--- src/rtl/rle_pkg.sv ---
package rle_pkg;

  localparam int CODE_W = 8;

  // One decoded compressed code: a run of identical bits, then an optional closing bit.
  typedef struct packed {
    logic [CODE_W-1:0] run_len;
    logic              run_bit;
    logic              tail_en;
    logic              tail_bit;
  } rle_code_t;

endpackage

--- src/rtl/rle_code_decoder.sv ---
module rle_code_decoder
  import rle_pkg::*;
#(
  parameter int MAX_ONES = 226   // must stay at or below 252
) (
  input  logic [CODE_W-1:0] code,
  output rle_code_t         dec
);

  localparam logic [CODE_W-1:0] LIM_ONES  = CODE_W'(MAX_ONES);
  localparam logic [CODE_W-1:0] LIM_BARE  = CODE_W'(MAX_ONES + 1);
  localparam logic [CODE_W-1:0] ZERO_BASE = CODE_W'(MAX_ONES + 2);
  localparam logic [CODE_W-1:0] LONE_ONE  = '1;

  always_comb begin
    dec = '0;
    if (code == '0) begin
      dec = '0;
    end else if (code <= LIM_ONES) begin
      dec.run_len  = code;
      dec.run_bit  = 1'b1;
      dec.tail_en  = 1'b1;
      dec.tail_bit = 1'b0;
    end else if (code == LIM_BARE) begin
      dec.run_len  = LIM_ONES;
      dec.run_bit  = 1'b1;
      dec.tail_en  = 1'b0;
    end else if (code == LONE_ONE) begin
      dec.run_len  = '0;
      dec.tail_en  = 1'b1;
      dec.tail_bit = 1'b1;
    end else begin
      dec.run_len  = code - ZERO_BASE;
      dec.run_bit  = 1'b0;
      dec.tail_en  = 1'b1;
      dec.tail_bit = 1'b1;
    end
  end

endmodule

--- src/rtl/rle_prefix_gen.sv ---
module rle_prefix_gen #(
  parameter int               PFX_W   = 16,
  parameter logic [PFX_W-1:0] PFX_VAL = 16'hFF20
) (
  input  logic clk,
  input  logic rst,
  input  logic skip,
  input  logic take,
  output logic have,
  output logic bit_o,
  output logic done
);

  localparam int PFX_CW = $clog2(PFX_W + 1);

  logic [PFX_CW-1:0] left_q;
  logic [PFX_W-1:0]  sh_q;

  always_ff @(posedge clk) begin
    if (rst) begin
      left_q <= PFX_CW'(PFX_W);
      sh_q   <= PFX_VAL;
    end else if (take && have) begin
      left_q <= left_q - 1'b1;
      sh_q   <= {sh_q[PFX_W-2:0], 1'b0};
    end
  end

  assign have  = !skip && (left_q != '0);
  assign bit_o = sh_q[PFX_W-1];
  assign done  = skip || (left_q == '0);

endmodule

--- src/rtl/rle_run_engine.sv ---
module rle_run_engine
  import rle_pkg::*;
(
  input  logic              clk,
  input  logic              rst,
  input  logic              load,
  input  logic              raw_load,
  input  logic [CODE_W-1:0] byte_i,
  input  rle_code_t         dec,
  input  logic              take,
  output logic              have,
  output logic              bit_o
);

  localparam int RAW_CW = $clog2(CODE_W + 1);

  logic [CODE_W-1:0] raw_sh_q;
  logic [RAW_CW-1:0] raw_left_q;
  logic [CODE_W-1:0] run_left_q;
  logic              run_bit_q;
  logic              tail_en_q;
  logic              tail_bit_q;

  logic raw_act, run_act;

  assign raw_act = (raw_left_q != '0);
  assign run_act = (run_left_q != '0);
  assign have    = raw_act || run_act || tail_en_q;

  always_comb begin
    if (raw_act)      bit_o = raw_sh_q[CODE_W-1];
    else if (run_act) bit_o = run_bit_q;
    else              bit_o = tail_bit_q;
  end

  always_ff @(posedge clk) begin
    if (rst) begin
      raw_sh_q   <= '0;
      raw_left_q <= '0;
      run_left_q <= '0;
      run_bit_q  <= 1'b0;
      tail_en_q  <= 1'b0;
      tail_bit_q <= 1'b0;
    end else if (load) begin
      if (raw_load) begin
        raw_sh_q   <= byte_i;
        raw_left_q <= RAW_CW'(CODE_W);
      end else begin
        run_left_q <= dec.run_len;
        run_bit_q  <= dec.run_bit;
        tail_en_q  <= dec.tail_en;
        tail_bit_q <= dec.tail_bit;
      end
    end else if (take) begin
      if (raw_act) begin
        raw_left_q <= raw_left_q - 1'b1;
        raw_sh_q   <= {raw_sh_q[CODE_W-2:0], 1'b0};
      end else if (run_act) begin
        run_left_q <= run_left_q - 1'b1;
      end else begin
        tail_en_q  <= 1'b0;
      end
    end
  end

endmodule

--- src/rtl/rle_out_reg.sv ---
module rle_out_reg (
  input  logic clk,
  input  logic rst,
  input  logic src_have,
  input  logic src_bit,
  input  logic out_ready,
  output logic take,
  output logic out_valid,
  output logic out_bit
);

  logic adv;

  assign adv  = !out_valid || out_ready;
  assign take = adv && src_have;

  always_ff @(posedge clk) begin
    if (rst) begin
      out_valid <= 1'b0;
      out_bit   <= 1'b0;
    end else if (adv) begin
      out_valid <= src_have;
      if (src_have) out_bit <= src_bit;
    end
  end

endmodule

--- src/rtl/rle_bit_expander.sv ---
module rle_bit_expander
  import rle_pkg::*;
#(
  parameter int               MAX_ONES = 226,
  parameter int               PFX_W    = 16,
  parameter logic [PFX_W-1:0] PFX_VAL  = 16'hFF20
) (
  input  logic              clk,
  input  logic              rst,
  input  logic              raw_mode,
  input  logic              in_valid,
  output logic              in_ready,
  input  logic [CODE_W-1:0] in_byte,
  output logic              out_valid,
  input  logic              out_ready,
  output logic              out_bit,
  output logic              idle
);

  rle_code_t dec;
  logic pfx_have, pfx_bit, pfx_done, pfx_take;
  logic eng_have, eng_bit, eng_take, eng_load;
  logic src_have, src_bit, take;
  logic drained;

  rle_code_decoder #(.MAX_ONES(MAX_ONES)) u_dec (
    .code (in_byte),
    .dec  (dec)
  );

  rle_prefix_gen #(.PFX_W(PFX_W), .PFX_VAL(PFX_VAL)) u_pfx (
    .clk   (clk),
    .rst   (rst),
    .skip  (raw_mode),
    .take  (pfx_take),
    .have  (pfx_have),
    .bit_o (pfx_bit),
    .done  (pfx_done)
  );

  rle_run_engine u_eng (
    .clk      (clk),
    .rst      (rst),
    .load     (eng_load),
    .raw_load (raw_mode),
    .byte_i   (in_byte),
    .dec      (dec),
    .take     (eng_take),
    .have     (eng_have),
    .bit_o    (eng_bit)
  );

  // Prefix has priority; the engine can only hold bits once the prefix is done.
  assign src_have = pfx_have || eng_have;
  assign src_bit  = pfx_have ? pfx_bit : eng_bit;
  assign pfx_take = take && pfx_have;
  assign eng_take = take && !pfx_have;

  rle_out_reg u_out (
    .clk       (clk),
    .rst       (rst),
    .src_have  (src_have),
    .src_bit   (src_bit),
    .out_ready (out_ready),
    .take      (take),
    .out_valid (out_valid),
    .out_bit   (out_bit)
  );

  assign drained  = pfx_done && !eng_have && !out_valid;
  assign in_ready = drained;
  assign idle     = drained;
  assign eng_load = in_valid && drained;

endmodule

--- config.mk ---
export PLATFORM = sky130hd
export DESIGN_NAME = rle_bit_expander
export DESIGN_NICKNAME = d
export VERILOG_FILES = /design/src/rtl/rle_pkg.sv /design/src/rtl/rle_code_decoder.sv /design/src/rtl/rle_prefix_gen.sv /design/src/rtl/rle_run_engine.sv /design/src/rtl/rle_out_reg.sv /design/src/rtl/rle_bit_expander.sv
export SDC_FILE = /design/constraint.sdc
export NUM_CORES = 1
export LEC_CHECK = 0
export ABC_CLOCK_PERIOD_IN_PS = 2400
export BUFFER_PORTS_ARGS = -buffer_cell sky130_fd_sc_hd__buf_4
export CAP_MARGIN = 20
export CORE_MARGIN = 4
export CORE_UTILIZATION = 35
export DETAILED_ROUTE_END_ITERATION = 8
export PLACE_DENSITY = 0.54
export SKIP_CTS_REPAIR_TIMING = 1
export SLEW_MARGIN = 30
export SYNTH_ARGS = -nofsm -noshare
export SYNTH_HDL_FRONTEND = slang
export SYNTH_SLANG_ARGS = --single-unit
--- constraint.sdc ---
create_clock -name clk -period 2.4 [get_ports clk]
set_input_delay 0.72 -clock clk [delete_from_list [all_inputs] [get_ports clk]]
set_output_delay 0.72 -clock clk [all_outputs]
set_load 0.01 [all_outputs]
==> impl_metrics.env <==
export IMPL_use_met1_pct=16.5
export IMPL_grt_pass1_vias=1769
export IMPL_dieWidth_um=89.7
export IMPL_synth_top_area_share_pct=35.1
export IMPL_cp_depth=6
export IMPL_drt_iter0_drc=66
export IMPL_viasPerCell=5.20
export IMPL_syn_avg_cell_area_sq_um=8.63
export IMPL_r2r_start="u_pfx.left_q[0]"
export IMPL_core_sq_mm=0.00642
export IMPL_path_buf_inv=2
export IMPL_num_antenna_cells=0
export IMPL_path_cells="inv_2 -> ha_4 -> nor4b_4 -> o21ai_4 -> nor4_4 -> buf_4"
export IMPL_place_ws_ps=186
export IMPL_cp_max_fo=3
export IMPL_async_flop_share_pct=0
export IMPL_cp_slowest_stage_delay_ps=340
export IMPL_grt_total_usage_pct=12.5
export IMPL_hpwl_mm=3.63
export IMPL_setup_worst_path_end="idle"
export IMPL_hold_ws_ps=457
export IMPL_cts_inserted_buffers=5
export IMPL_ys_seq_area_share_pct=35.1
export IMPL_r2r_end="u_eng.raw_sh_q[1]"
export IMPL_r2r_setup_slack_ps=150
export IMPL_start_kind="register"
export IMPL_relSlewSlack_pct=58.6
export IMPL_critPathKind="register to output pin"
export IMPL_netlist_instances=271
export IMPL_antenna_found_initial=0
export IMPL_netlist_top_cells_count="dfxtp_1, nor2_1, nand2_1"
export IMPL_total_leakage_power_nw=1.03
export IMPL_synth_area_leaders="dfxtp_1, mux2i_1, nor2_1"
export IMPL_final_util_pct=42.1
export IMPL_core_rowCount=29
export IMPL_grt_use_met3_pct=3.17
export IMPL_gr_max_usage_layer="met2"
export IMPL_grt_max_degree=34
export IMPL_crit_arrival_ps=1590
export IMPL_grt_overflow_total=0
export IMPL_route_detailed_drc=0
export IMPL_htreeDepth=2
export IMPL_layout_drive_gt1_share_pct=21.8
export IMPL_path_clk_slew_ps=90
export IMPL_end_kind="output pin"
export IMPL_post_route_min_period_ps=2310
export IMPL_die_y_um=89.7
export IMPL_nFillCells=632
export IMPL_portBuffers=16
export IMPL_vias=1924
export IMPL_finalHoldViolCount=0
export IMPL_ys_types=49
export IMPL_final_cell_area_sq_mm=0.00270
export IMPL_wl_per_cell_um=13.6
export IMPL_synth_ff_type="dfxtp_1"
export IMPL_setup_ws_ps=86.0
export IMPL_finalSetupViolCount=0
export IMPL_cts_root_buffer="clkbuf_8"
export IMPL_synthesis_nets=292
export IMPL_synth_seq_cells=41
export IMPL_hp_class="register to register"
export IMPL_yosys_area_top_type="dfxtp_1"
export IMPL_reg2regPathDepth=10
export IMPL_yosys_warnings=0
export IMPL_clock_skew_ps=7.54
export IMPL_mappedNetlistArea_sq_mm=0.00234
export IMPL_die_area_sq_mm=0.00805
export IMPL_status="finished clean"
export IMPL_final_max_slew_viol_count=0
export IMPL_clock_latency_ps=300
export IMPL_use_met2_pct=20.2
export IMPL_final_nets=313
export IMPL_crit_slowest_cell="dfxtp_2"
export IMPL_post_route_period_util_pct=96.4
export IMPL_placed_area_sq_mm=0.00252
export IMPL_cpLargestDelayFamily="simple AND/OR/NAND/NOR gates"
export IMPL_dr_pass1_iters=4
export IMPL_synth_edf_count=0
export IMPL_syn_to_final_growth_pct=15.6
export IMPL_worst_pin_slew_ps=617
export IMPL_grt_pass1_wl_mm=8.34
export IMPL_rsz0062_at_grt="true"
export IMPL_max_freq_ghz=0.432
export IMPL_cts_sinks=41
export IMPL_irDropWorstVdd_uv=438
export IMPL_cap_violations=0
export IMPL_wl_mm=5.04
export IMPL_powerDensity_mw_per_mm2=1100
export IMPL_ant_nets=0
export IMPL_pin_count=17
export IMPL_cts_tree="done"
export IMPL_yosysMostFrequentCell="dfxtp_1"
export IMPL_ctsLongestPathBuffers=2
export IMPL_finalPower_mw=2.97
export IMPL_startpoint="u_pfx.left_q[0]"
export IMPL_place_congestion=0.771
export IMPL_worstPathRequired_ps=1680
export IMPL_initial_core_util_pct=36.4
through the flow:
step | setup TNS [ps] | instances
final | 0 | 370
after global routing | -104 | 370
after CTS | -257 | 364
after detailed placement | 0 | 356
after global placement | 0 | 356
after floorplan | 0 | 271
registers in the layout, summed over array words and instances, names as in the netlist:
name	flops
u_out.out_bit	1
u_eng.run_bit_q	1
u_out.out_valid	1
u_eng.raw_left_q	4
u_eng.raw_sh_q	8
u_eng.run_left_q	8
u_eng.tail_en_q	1
u_pfx.left_q	5
u_eng.tail_bit_q	1
u_pfx.sh_q	11
layer usage:
metal	wire (um)	share of wire (%)
met1	2490	49
met2	2350	47
met3	141	2.8
met4	61	1.2
met5	0	0
cell usage in the layout (no fill, tap or decap), types with 2 or more instances in the layout:
cell type,netlist,final
nor2b_1,4,4
a211oi_1,4,4
buf_4,1,26
mux2i_1,14,14
and3_2,2,2
inv_1,9,7
nand3b_1,9,9
and3_1,2,2
or3_1,2,2
inv_2,0,2
a21oi_1,24,24
xor2_1,2,2
xnor2_1,4,4
dfxtp_1,41,39
nand3_1,4,4
o21ai_0,16,16
clkbuf_8,0,5
nor4b_4,2,2
nor4_4,2,3
o31ai_1,2,2
nand2_1,30,30
ha_1,8,7
dfxtp_2,0,2
a211oi_2,7,7
nand2b_1,2,2
nor3_1,11,11
nor2_1,36,36
cells by family after synthesis:
group,synth area share [%]
simple gates,29.6
flops,35.1
xor+xnor,2.25
mux,5.99
compound gates,16.9
buf+inv,5.89
fa+ha+maj,4.28
worst min-delay path by stage:
stage / start / to / slack [ps] / cells past startpoint
after floorplan: u_pfx.sh_q[5] / u_pfx.sh_q[5] / 430 / 1
after global placement: u_pfx.sh_q[5] / u_pfx.sh_q[5] / 440 / 1
after detailed placement: u_pfx.sh_q[5] / u_pfx.sh_q[5] / 450 / 1
after CTS: u_pfx.sh_q[6] / u_pfx.sh_q[6] / 460 / 2
after global routing: u_pfx.sh_q[14] / u_pfx.sh_q[15] / 480 / 2
final: u_pfx.sh_q[6] / u_pfx.sh_q[7] / 460 / 2
worst reg2reg max path, cell delays in order, from the launching register on:
cell	delay, ps
dfxtp_2	340
inv_2	80
ha_4	120
nor4b_4	300
o21ai_4	130
buf_4	170
nor4_4	300
buf_12	220
a21o_4	250
nor2_1	70
a211oi_2	180
layout make-up:
cell class / instances / area (sq um) / area share (%)
Multi-Input combinational cell: 208 / 1420 / 52.5
Clock inverter: 3 / 46.3 / 1.71
Clock buffer: 5 / 68.8 / 2.55
Timing Repair Buffer: 27 / 215 / 7.96
Sequential cell: 41 / 823 / 30.4
Tap cell: 77 / 96.3 / 3.56
Inverter: 9 / 33.8 / 1.25
report_power, final:
| part | internal, mW | switching [mW] |
|---|---|---|
| Combinational | 0.664 | 0.761 |
| Clock | 0.311 | 0.259 |
| Sequential | 0.838 | 0.137 |
Note: power is estimated with default switching activity, not from simulation.
